### src/rtl/sbr_pkg.sv
package sbr_pkg;
  // Byte-lane positions that the controller decodes from the CPU write data.
  localparam int unsigned ABORT_BIT = 7;
  localparam int unsigned DBIT      = 0;
  // Control register index and the mode bits forced by an abort.
  localparam int unsigned CTRL_IDX  = 0;
  localparam int unsigned MODE_LO   = 2;
  localparam int unsigned MODE_HI   = 3;

  function automatic logic [31:0] mode_mask();
    logic [31:0] m;
    m = '0;
    for (int i = MODE_LO; i <= MODE_HI; i++) m[i] = 1'b1;
    return m;
  endfunction
endpackage

### src/rtl/sbr_collector.sv
module sbr_collector #(
  parameter int unsigned REG_W  = 5,
  parameter int unsigned CNT_W  = $clog2(REG_W)
) (
  input  logic             clk,
  input  logic             rst,
  input  logic             hit_i,
  input  logic             abort_i,
  input  logic             dbit_i,
  output logic             commit_o,
  output logic             preset_o,
  output logic [REG_W-1:0] value_o
);
  localparam logic [CNT_W-1:0] LAST = CNT_W'(REG_W - 1);

  logic [REG_W-1:0] sr_q;
  logic [CNT_W-1:0] cnt_q;

  // Incoming bit enters at the top; after REG_W shifts the first bit sits at bit 0.
  assign value_o  = {dbit_i, sr_q[REG_W-1:1]};
  assign commit_o = hit_i && !abort_i && (cnt_q == LAST);
  assign preset_o = hit_i && abort_i;

  always_ff @(posedge clk) begin
    if (rst) begin
      sr_q  <= '0;
      cnt_q <= '0;
    end else if (hit_i) begin
      if (abort_i || cnt_q == LAST) begin
        sr_q  <= '0;
        cnt_q <= '0;
      end else begin
        sr_q  <= value_o;
        cnt_q <= cnt_q + 1'b1;
      end
    end
  end

  // the bit counter never runs past the word length
  a_r2_cnt_bound: assert property (@(posedge clk) disable iff (rst)
    cnt_q <= LAST);
  // an abort restarts the count
  a_r7_abort_restart: assert property (@(posedge clk) disable iff (rst)
    preset_o |=> (cnt_q == '0));
  // a commit restarts the count
  a_r5_commit_restart: assert property (@(posedge clk) disable iff (rst)
    commit_o |=> (cnt_q == '0));
  // no accepted write, no shift
  a_r1_idle_hold: assert property (@(posedge clk) disable iff (rst)
    !hit_i |=> ($stable(cnt_q) && $stable(sr_q)));
endmodule

### src/rtl/sbr_bank.sv
module sbr_bank
  import sbr_pkg::*;
#(
  parameter int unsigned REG_W    = 5,
  parameter int unsigned NUM_REGS = 4,
  parameter int unsigned SEL_W    = $clog2(NUM_REGS)
) (
  input  logic                      clk,
  input  logic                      rst,
  input  logic                      commit_i,
  input  logic                      preset_i,
  input  logic [SEL_W-1:0]          sel_i,
  input  logic [REG_W-1:0]          value_i,
  output logic [NUM_REGS*REG_W-1:0] regs_o
);
  localparam logic [REG_W-1:0] MODE_SET = REG_W'(mode_mask());

  logic [NUM_REGS-1:0][REG_W-1:0] regs_q;

  for (genvar g = 0; g < NUM_REGS; g++) begin : g_reg
    if (g == CTRL_IDX) begin : g_ctrl
      always_ff @(posedge clk) begin
        if (rst)                            regs_q[g] <= MODE_SET;
        else if (preset_i)                  regs_q[g] <= regs_q[g] | MODE_SET;
        else if (commit_i && sel_i == SEL_W'(g)) regs_q[g] <= value_i;
      end
    end else begin : g_plain
      always_ff @(posedge clk) begin
        if (rst)                            regs_q[g] <= '0;
        else if (commit_i && sel_i == SEL_W'(g)) regs_q[g] <= value_i;
      end
    end
  end

  assign regs_o = regs_q;

  // without a commit or abort nothing stored moves
  a_r6_hold: assert property (@(posedge clk) disable iff (rst)
    (!commit_i && !preset_i) |=> $stable(regs_q));
  // a commit lands in the selected slice
  a_r4_commit_dest: assert property (@(posedge clk) disable iff (rst)
    commit_i |=> (regs_q[$past(sel_i)] == $past(value_i)));
  // abort forces the mode bits
  a_r7_mode_bits: assert property (@(posedge clk) disable iff (rst)
    preset_i |=> (regs_q[CTRL_IDX][MODE_HI:MODE_LO] == 2'b11));
  // commit and abort never coincide
  a_r7_exclusive: assert property (@(posedge clk) disable iff (rst)
    !(commit_i && preset_i));
endmodule

### src/rtl/serial_bank_regfile.sv
module serial_bank_regfile
  import sbr_pkg::*;
#(
  parameter int unsigned ADDR_W   = 16,
  parameter int unsigned DATA_W   = 8,
  parameter int unsigned REG_W    = 5,
  parameter int unsigned NUM_REGS = 4
) (
  input  logic                      clk,
  input  logic                      rst,
  input  logic                      wr_en,
  input  logic [ADDR_W-1:0]         addr,
  input  logic [DATA_W-1:0]         wdata,
  output logic [NUM_REGS*REG_W-1:0] regs_o
);
  localparam int unsigned SEL_W   = $clog2(NUM_REGS);
  localparam int unsigned SEL_LSB = ADDR_W - 1 - SEL_W;

  logic             hit, commit, preset;
  logic [SEL_W-1:0] sel;
  logic [REG_W-1:0] value;
  logic             unused_bits;

  assign hit = wr_en && addr[ADDR_W-1];
  assign sel = addr[ADDR_W-2 -: SEL_W];
  assign unused_bits = ^{addr[SEL_LSB-1:0], wdata[ABORT_BIT-1:DBIT+1]};

  sbr_collector #(.REG_W(REG_W)) u_coll (
    .clk     (clk),
    .rst     (rst),
    .hit_i   (hit),
    .abort_i (wdata[ABORT_BIT]),
    .dbit_i  (wdata[DBIT]),
    .commit_o(commit),
    .preset_o(preset),
    .value_o (value)
  );

  sbr_bank #(.REG_W(REG_W), .NUM_REGS(NUM_REGS)) u_bank (
    .clk     (clk),
    .rst     (rst),
    .commit_i(commit),
    .preset_i(preset),
    .sel_i   (sel),
    .value_i (value),
    .regs_o  (regs_o)
  );

  // writes outside the window never commit or abort
  a_r1_window: assert property (@(posedge clk) disable iff (rst)
    !hit |-> (!commit && !preset));
endmodule

### config.mk
export PLATFORM = sky130hd
export DESIGN_NAME = serial_bank_regfile
export DESIGN_NICKNAME = d
export VERILOG_FILES = /design/src/rtl/sbr_pkg.sv /design/src/rtl/sbr_collector.sv /design/src/rtl/sbr_bank.sv /design/src/rtl/serial_bank_regfile.sv
export SDC_FILE = /design/constraint.sdc
export NUM_CORES = 1
export LEC_CHECK = 0
export ABC_AREA = 0
export BUFFER_PORTS_ARGS = -buffer_cell sky130_fd_sc_hd__buf_2
export CAP_MARGIN = 10
export CORE_UTILIZATION = 30
export DETAILED_ROUTE_END_ITERATION = 10
export GPL_ROUTABILITY_DRIVEN = 0
export HOLD_SLACK_MARGIN = 0.02
export PLACE_DENSITY = 0.62
export SLEW_MARGIN = 20
export SYNTH_ARGS = -nofsm -noshare
export SYNTH_HDL_FRONTEND = slang
export SYNTH_SLANG_ARGS = --single-unit
### constraint.sdc
create_clock -name clk -period 4.1 [get_ports clk]
set_clock_uncertainty 0.2 [all_clocks]
set_input_delay 0.205 -clock clk [delete_from_list [all_inputs] [get_ports clk]]
set_output_delay 0.205 -clock clk [all_outputs]
set_load 0.03 [all_outputs]
==> results.py, run 1 <==
metrics = {
    "route": {
        "drcViolationCount": 0,
        "wl_um": 2500,
        "vias": 962,
        "drt_iter0_markers": 48,
        "wl_per_cell_um": 13.0,
        "drt-vias-per-instance": 5.01,
        "firstDrtPassIters": 4,
        "ant_nets": 0,
    },
    "logic_synthesis": {
        "yosys-top-cells-count": "dfxtp_1, nand2b_1, mux2i_1, nand3_1",
        "syn_inst": 119,
        "syn_avg_cell_area_um2": 9.90,
        "seq_area_frac_synth": 0.459,
        "syn_area_um2": 1180,
        "yosysMostFrequentCell": "dfxtp_1",
        "synth_warnings": 0,
        "syn-num-nets": 148,
        "netlist.area_leader.share": 0.459,
        "synth_cell_types": 27,
        "synth_area_leaders": "dfxtp_1, mux2i_1, nand2b_1",
        "ys_ff_latch": 27,
        "synth_top_area_cell": "dfxtp_1",
        "synth_ff_type": "dfxtp_1",
        "synth_edf_count": 0,
        "synth_async_sr_flop_share": 0,
    },
    "worst_setup_path": {
        "crit_path_max_incr_delay_ns": 0.34,
        "arrival_ns": 1.66,
        "path_class": "reg -> reg",
        "cp_max_fo": 7,
        "path_buf_inv": 1,
        "r2r_cells": 5,
        "reg2reg_to": "u_bank.regs_o[13]",
        "start_kind": "flop",
        "reg2reg_setup_slack_ns": 2.44,
        "critical_path.slowest_cell": "dfxtp_1",
        "path_delay_family": "simple AND/OR/NAND/NOR gates",
        "reg2reg_from": "u_coll.cnt_q[0]",
        "crit_chain": "inv_1 -> ha_1 -> and3b_1 -> and3_1 -> mux2i_1",
        "required_ns": 4.10,
        "end_kind": "flop",
    },
    "power": {
        "clkPwrFrac": 0.342,
        "power.switching_mw": 0.0952,
        "vdd_drop_max_mv": 0.110,
        "intPower_mw": 0.342,
        "p_leak_nw": 0.599,
        "p_per_area_nw_per_um2": 317,
        "power.total_mw": 0.438,
        "seq_power_share": 0.603,
        "power_frac_comb": 0.055,
        "p_sw_frac": 0.217,
    },
    "timing": {
        "fin_ws_ns": 2.44,
        "rsz0062_at_grt": "no",
        "relSlewSlack": 0.716,
        "max_freq_mhz": 603,
        "tightest_slew_ns": 0.426,
        "timing.final.max_slew_violations": 0,
        "timing.final.crit_share": 0.404,
        "finalHoldViolations": 0,
        "min_period_ns": 1.66,
        "setup_viol": 0,
        "hold_slack_ns": 0.0342,
        "finalSetupTns_ns": 0,
    },
    "cts": {
        "postCtsSetupBuffers": 0,
        "numCtsBuffers": 3,
        "cts_hold_buf": 0,
        "clk_path_buf_depth": 2,
        "cts_resized": 0,
        "cts.htree.levels": 1,
        "cts_root_buf": "clkbuf_8",
        "insertion_delay_ns": 0.27,
        "cts_tree": "done",
        "clock_sinks": 27,
        "clk_pin_slew_ns": 0.09,
    },
    "floorplanning": {
        "initial_core_util": 0.317,
        "fp.dieArea_um2": 4180,
        "core_area_um2": 3720,
        "die-height_um": 64.7,
        "rows": 22,
        "ios": 47,
        "die_w_um": 64.7,
    },
    "layout": {
        "final_design_area_no_fill_um2": 1380,
        "fin_nets": 174,
        "final_util": 0.371,
        "drive_above_1_share": 0.236,
        "fin_cells": 192,
        "num_antenna_cells": 0,
        "nFillCells": 384,
        "area_growth_pct": 17.1,
    },
    "run_status": {
        "outcome": "finished clean",
    },
    "global_route": {
        "grt_use_total": 0.132,
        "grt_antenna_before_repair": 0,
        "grt_max_degree": 31,
        "grt_pass1_wl_um": 4190,
        "grt-ovfl-total": 0,
        "first_global_vias": 949,
    },
    "placement": {
        "io_buffers": 27,
        "place_area_um2": 1340,
        "post-place-ws_ns": 2.46,
        "dp.cells": 188,
        "hpwlAfterDp_um": 1860,
    },
    "job": {
        "drv_cap": 0,
    },
    "min_path": {
        "min_to": "u_bank.regs_o[4]",
        "hp-class": "in -> reg",
        "hold_path_depth": 3,
        "hp-start": "wdata[0]",
    },
}
flip-flops by register name, summed over array words and instances, names as in the netlist:
name           cells
u_bank.regs_o     20
u_coll.sr_q        4
u_coll.cnt_q       3
cell usage in the layout, fill, tap and decap left out:
| cell type | count |
|---|---|
| or3_1 | 1 |
| buf_2 | 27 |
| mux2i_1 | 15 |
| and4_4 | 1 |
| nor2_1 | 6 |
| and4bb_2 | 1 |
| nand3b_1 | 1 |
| and3_1 | 1 |
| inv_1 | 2 |
| nand4bb_1 | 1 |
| and2_1 | 1 |
| ha_1 | 2 |
| a31o_2 | 1 |
| nand3_2 | 1 |
| a21oi_1 | 5 |
| dfxtp_1 | 27 |
| nand4_1 | 1 |
| nand2b_1 | 20 |
| a32oi_1 | 5 |
| clkbuf_8 | 3 |
| a31oi_1 | 1 |
| nand2_1 | 3 |
| nand4b_1 | 1 |
| o21ai_0 | 6 |
| clkbuf_1 | 1 |
| nand3_1 | 8 |
| and3b_1 | 2 |
kinds of logic (layout without fill, tap and decap cells):
logic type	count (synthesis)	after routing	synth area share
AOI/OAI and AO/OA	18	18	0.0966
adders and majority gates	2	2	0.0212
buffers and inverters	8	33	0.0393
DFF	27	27	0.459
muxes	15	15	0.127
and+or+nand+nor	49	49	0.257
layer usage:
metal  track usage  routed length [µm]  part of all wire
met5             0                   0                 0
met4        0.0750                  61             0.024
met3        0.0158                  74             0.030
met2         0.237                1220              0.49
met1         0.150                1150              0.46
power by group through the flow:
stage	Sequential (mW)	Combinational, mW	Clock [mW]
after CTS	0.264	0.0239	0.152
after floorplan	0.270	0.0150	0
final	0.264	0.0240	0.150
after global placement	0.270	0.0225	0
after detailed placement	0.270	0.0239	0
after global routing	0.264	0.0264	0.162
worst reg2reg max path, stage by stage (launching register included):
cell     delay, ns
dfxtp_1       0.34
inv_1         0.06
ha_1          0.21
and3b_1       0.31
and3_1        0.26
mux2i_1       0.20
cell type report:
type,count,area (µm²),share of cell area
timing repair buffer,27,135,0.0979
clock buffer,4,45.0,0.0326
sequential,27,541,0.392
multi-input combinational,84,592,0.429
inverter,2,7.51,0.00544
tap,48,60.1,0.0435
worst max path at each step:
stage,depth (start not counted),end,slack [ns],startpoint
detailed placement,5,u_coll.cnt_q[0],2.46,u_coll.cnt_q[0]
global placement,5,u_bank.regs_o[12],2.50,u_coll.cnt_q[0]
CTS,5,u_coll.cnt_q[0],2.44,u_coll.cnt_q[0]
floorplan,6,u_bank.regs_o[12],2.56,u_coll.cnt_q[0]
finish,5,u_bank.regs_o[13],2.44,u_coll.cnt_q[0]
global route,5,u_bank.regs_o[12],2.30,u_coll.cnt_q[0]
Power figures use the tool's default switching activity.
==> run 2: changes to the inputs <==
PLACE_DENSITY = 0.64   (was 0.62)
clock period = 1.5 ns   (was 4.1 ns; I/O delays follow)
==> run 2 against run 1 <==
  * Final cell count is 5.2% higher
  * Via count grew 5.0%
  * Register-to-register slack got worse by 2.4 ns
  * Global-route usage is essentially flat
  * Sequential share of layout area shrank 3.0 points
  * Non-clock buffer count increased by 10
  * Critical path depth did not move
  * Largest power group unchanged
==> results.py, run 2 (synthesis results as in run 1) <==
metrics = {
    "run_status": {
        "outcome": "finished clean",
    },
    "timing": {
        "rsz0062_at_grt": "yes",
        "min_period_ns": 1.48,
        "finalHoldViolations": 0,
        "tightest_slew_ns": 0.408,
        "finalSetupTns_ns": 0,
        "setup_viol": 0,
        "relSlewSlack": 0.728,
        "hold_slack_ns": 0.0212,
        "timing.final.max_slew_violations": 0,
        "timing.final.crit_share": 0.987,
        "fin_ws_ns": 0.0196,
        "max_freq_mhz": 675,
    },
    "global_route": {
        "grt_pass1_wl_um": 4260,
        "gr-usage-met2": 0.222,
        "grt_use_total": 0.132,
        "grt_antenna_before_repair": 0,
        "grt-ovfl-total": 0,
        "grt.busiest_layer": "met2",
        "grt_max_degree": 31,
        "met1_usage": 0.161,
        "use_met3": 0.0282,
        "first_global_vias": 952,
    },
    "layout": {
        "multi_input_comb_area_um2": 618,
        "num_antenna_cells": 0,
        "regArea_um2": 543,
        "fin_nets": 184,
        "final_common_cell": "buf_2",
        "nFillCells": 392,
        "final_cell_mix": "buf_2, dfxtp_1, nand2b_1",
        "drive_above_1_share": 0.305,
        "largest_reg_flops": 20,
        "area_growth_pct": 27.5,
    },
    "route": {
        "wl_per_cell_um": 12.8,
        "firstDrtPassIters": 4,
        "drt_iter0_markers": 25,
        "drt-vias-per-instance": 5.00,
        "wl_um": 2590,
        "ant_nets": 0,
        "drcViolationCount": 0,
        "vias": 1010,
    },
    "worst_setup_path": {
        "path_class": "reg -> reg",
        "reg2reg_from": "u_coll.cnt_q[1]",
        "r2r_cells": 5,
        "cp_max_fo": 5,
        "start_kind": "flop",
        "required_ns": 1.50,
        "endpoint": "u_coll.cnt_q[0]",
        "end_kind": "flop",
        "reg2reg_to": "u_coll.cnt_q[0]",
        "crit_start": "u_coll.cnt_q[1]",
        "arrival_ns": 1.48,
        "reg2reg_setup_slack_ns": 0.02,
    },
    "cts": {
        "insertion_delay_ns": 0.27,
        "numCtsBuffers": 3,
        "clk_pin_slew_ns": 0.09,
        "cts_tree": "done",
        "cts.htree.levels": 1,
        "cts_root_buf": "clkbuf_8",
        "clk_path_buf_depth": 2,
        "clock_sinks": 27,
    },
    "power": {
        "power.total_mw": 1.22,
        "p_per_area_nw_per_um2": 809,
        "p_leak_nw": 0.644,
        "vdd_drop_max_mv": 0.355,
    },
    "floorplanning": {
        "die_w_um": 64.7,
        "rows": 22,
        "initial_core_util": 0.317,
        "core_area_um2": 3720,
        "fp.dieArea_um2": 4180,
        "ios": 47,
        "die-height_um": 64.7,
    },
    "min_path": {
        "hp-class": "in -> reg",
    },
    "placement": {
        "post-place-ws_ns": 0.00273,
        "hpwlAfterDp_um": 1890,
        "io_buffers": 27,
    },
    "job": {
        "drv_cap": 0,
    },
}
==> run 2: metrics by stage <==
step / cell area [µm²] / std cells / utilization
3_5_place_dp: 1360 / 190 / 0.366
6_report: 1500 / 202 / 0.404
5_1_grt: 1500 / 202 / 0.404
4_1_cts: 1480 / 200 / 0.397
3_3_place_gp: 1360 / 190 / 0.366
2_1_floorplan: 1190 / 119 / -
==> run 2: power breakdown <==
part | switching (mW) | internal (mW)
combinational | 0.0446 | 0.0455
sequential | 0.00209 | 0.719
clock | 0.215 | 0.188
==> run 2: worst min-delay path by stage <==
stage	start	endpoint	slack, ns	depth (start not counted)
2_1_floorplan	wdata[0]	u_bank.regs_o[4]	0.02	2
3_3_place_gp	wdata[7]	u_bank.regs_o[2]	0.19	3
3_5_place_dp	wdata[0]	u_coll.sr_q[4]	0.19	3
4_1_cts	addr[13]	u_bank.regs_o[9]	0.02	3
5_1_grt	addr[13]	u_bank.regs_o[5]	0.04	3
6_report	addr[13]	u_bank.regs_o[18]	0.02	3
==> run 2: what timing repair did <==
item,4_1_cts,5_1_grt
pin swaps,0,2
buffers inserted,0,2
hold buffers,6,0
endpoints found under the hold margin,14,0
gates cloned,0,0
setup endpoints to repair,4,15
gates resized for setup,3,4
==> run 2: per-layer routing <==
layer	share of wire	vias up
met5	0	-
met2	0.49	28
met3	0.048	0
met4	0	0
met1	0.46	489
li1	-	493
==> run 2: cell type report <==
cell class	instances	area share
Sequential cell	27	0.361
Tap cell	48	0.0400
Inverter	2	0.00500
Clock inverter	1	0.00500
Clock buffer	3	0.0275
Timing Repair Buffer	37	0.150
Multi-Input combinational cell	84	0.411
==> run 2: critical path: stages, from the launching register on <==
cell and delay [ns]:
dfxtp_2 0.35, inv_2 0.05, ha_4 0.16, and2_4 0.17
or3_1 0.34, a21oi_1 0.14
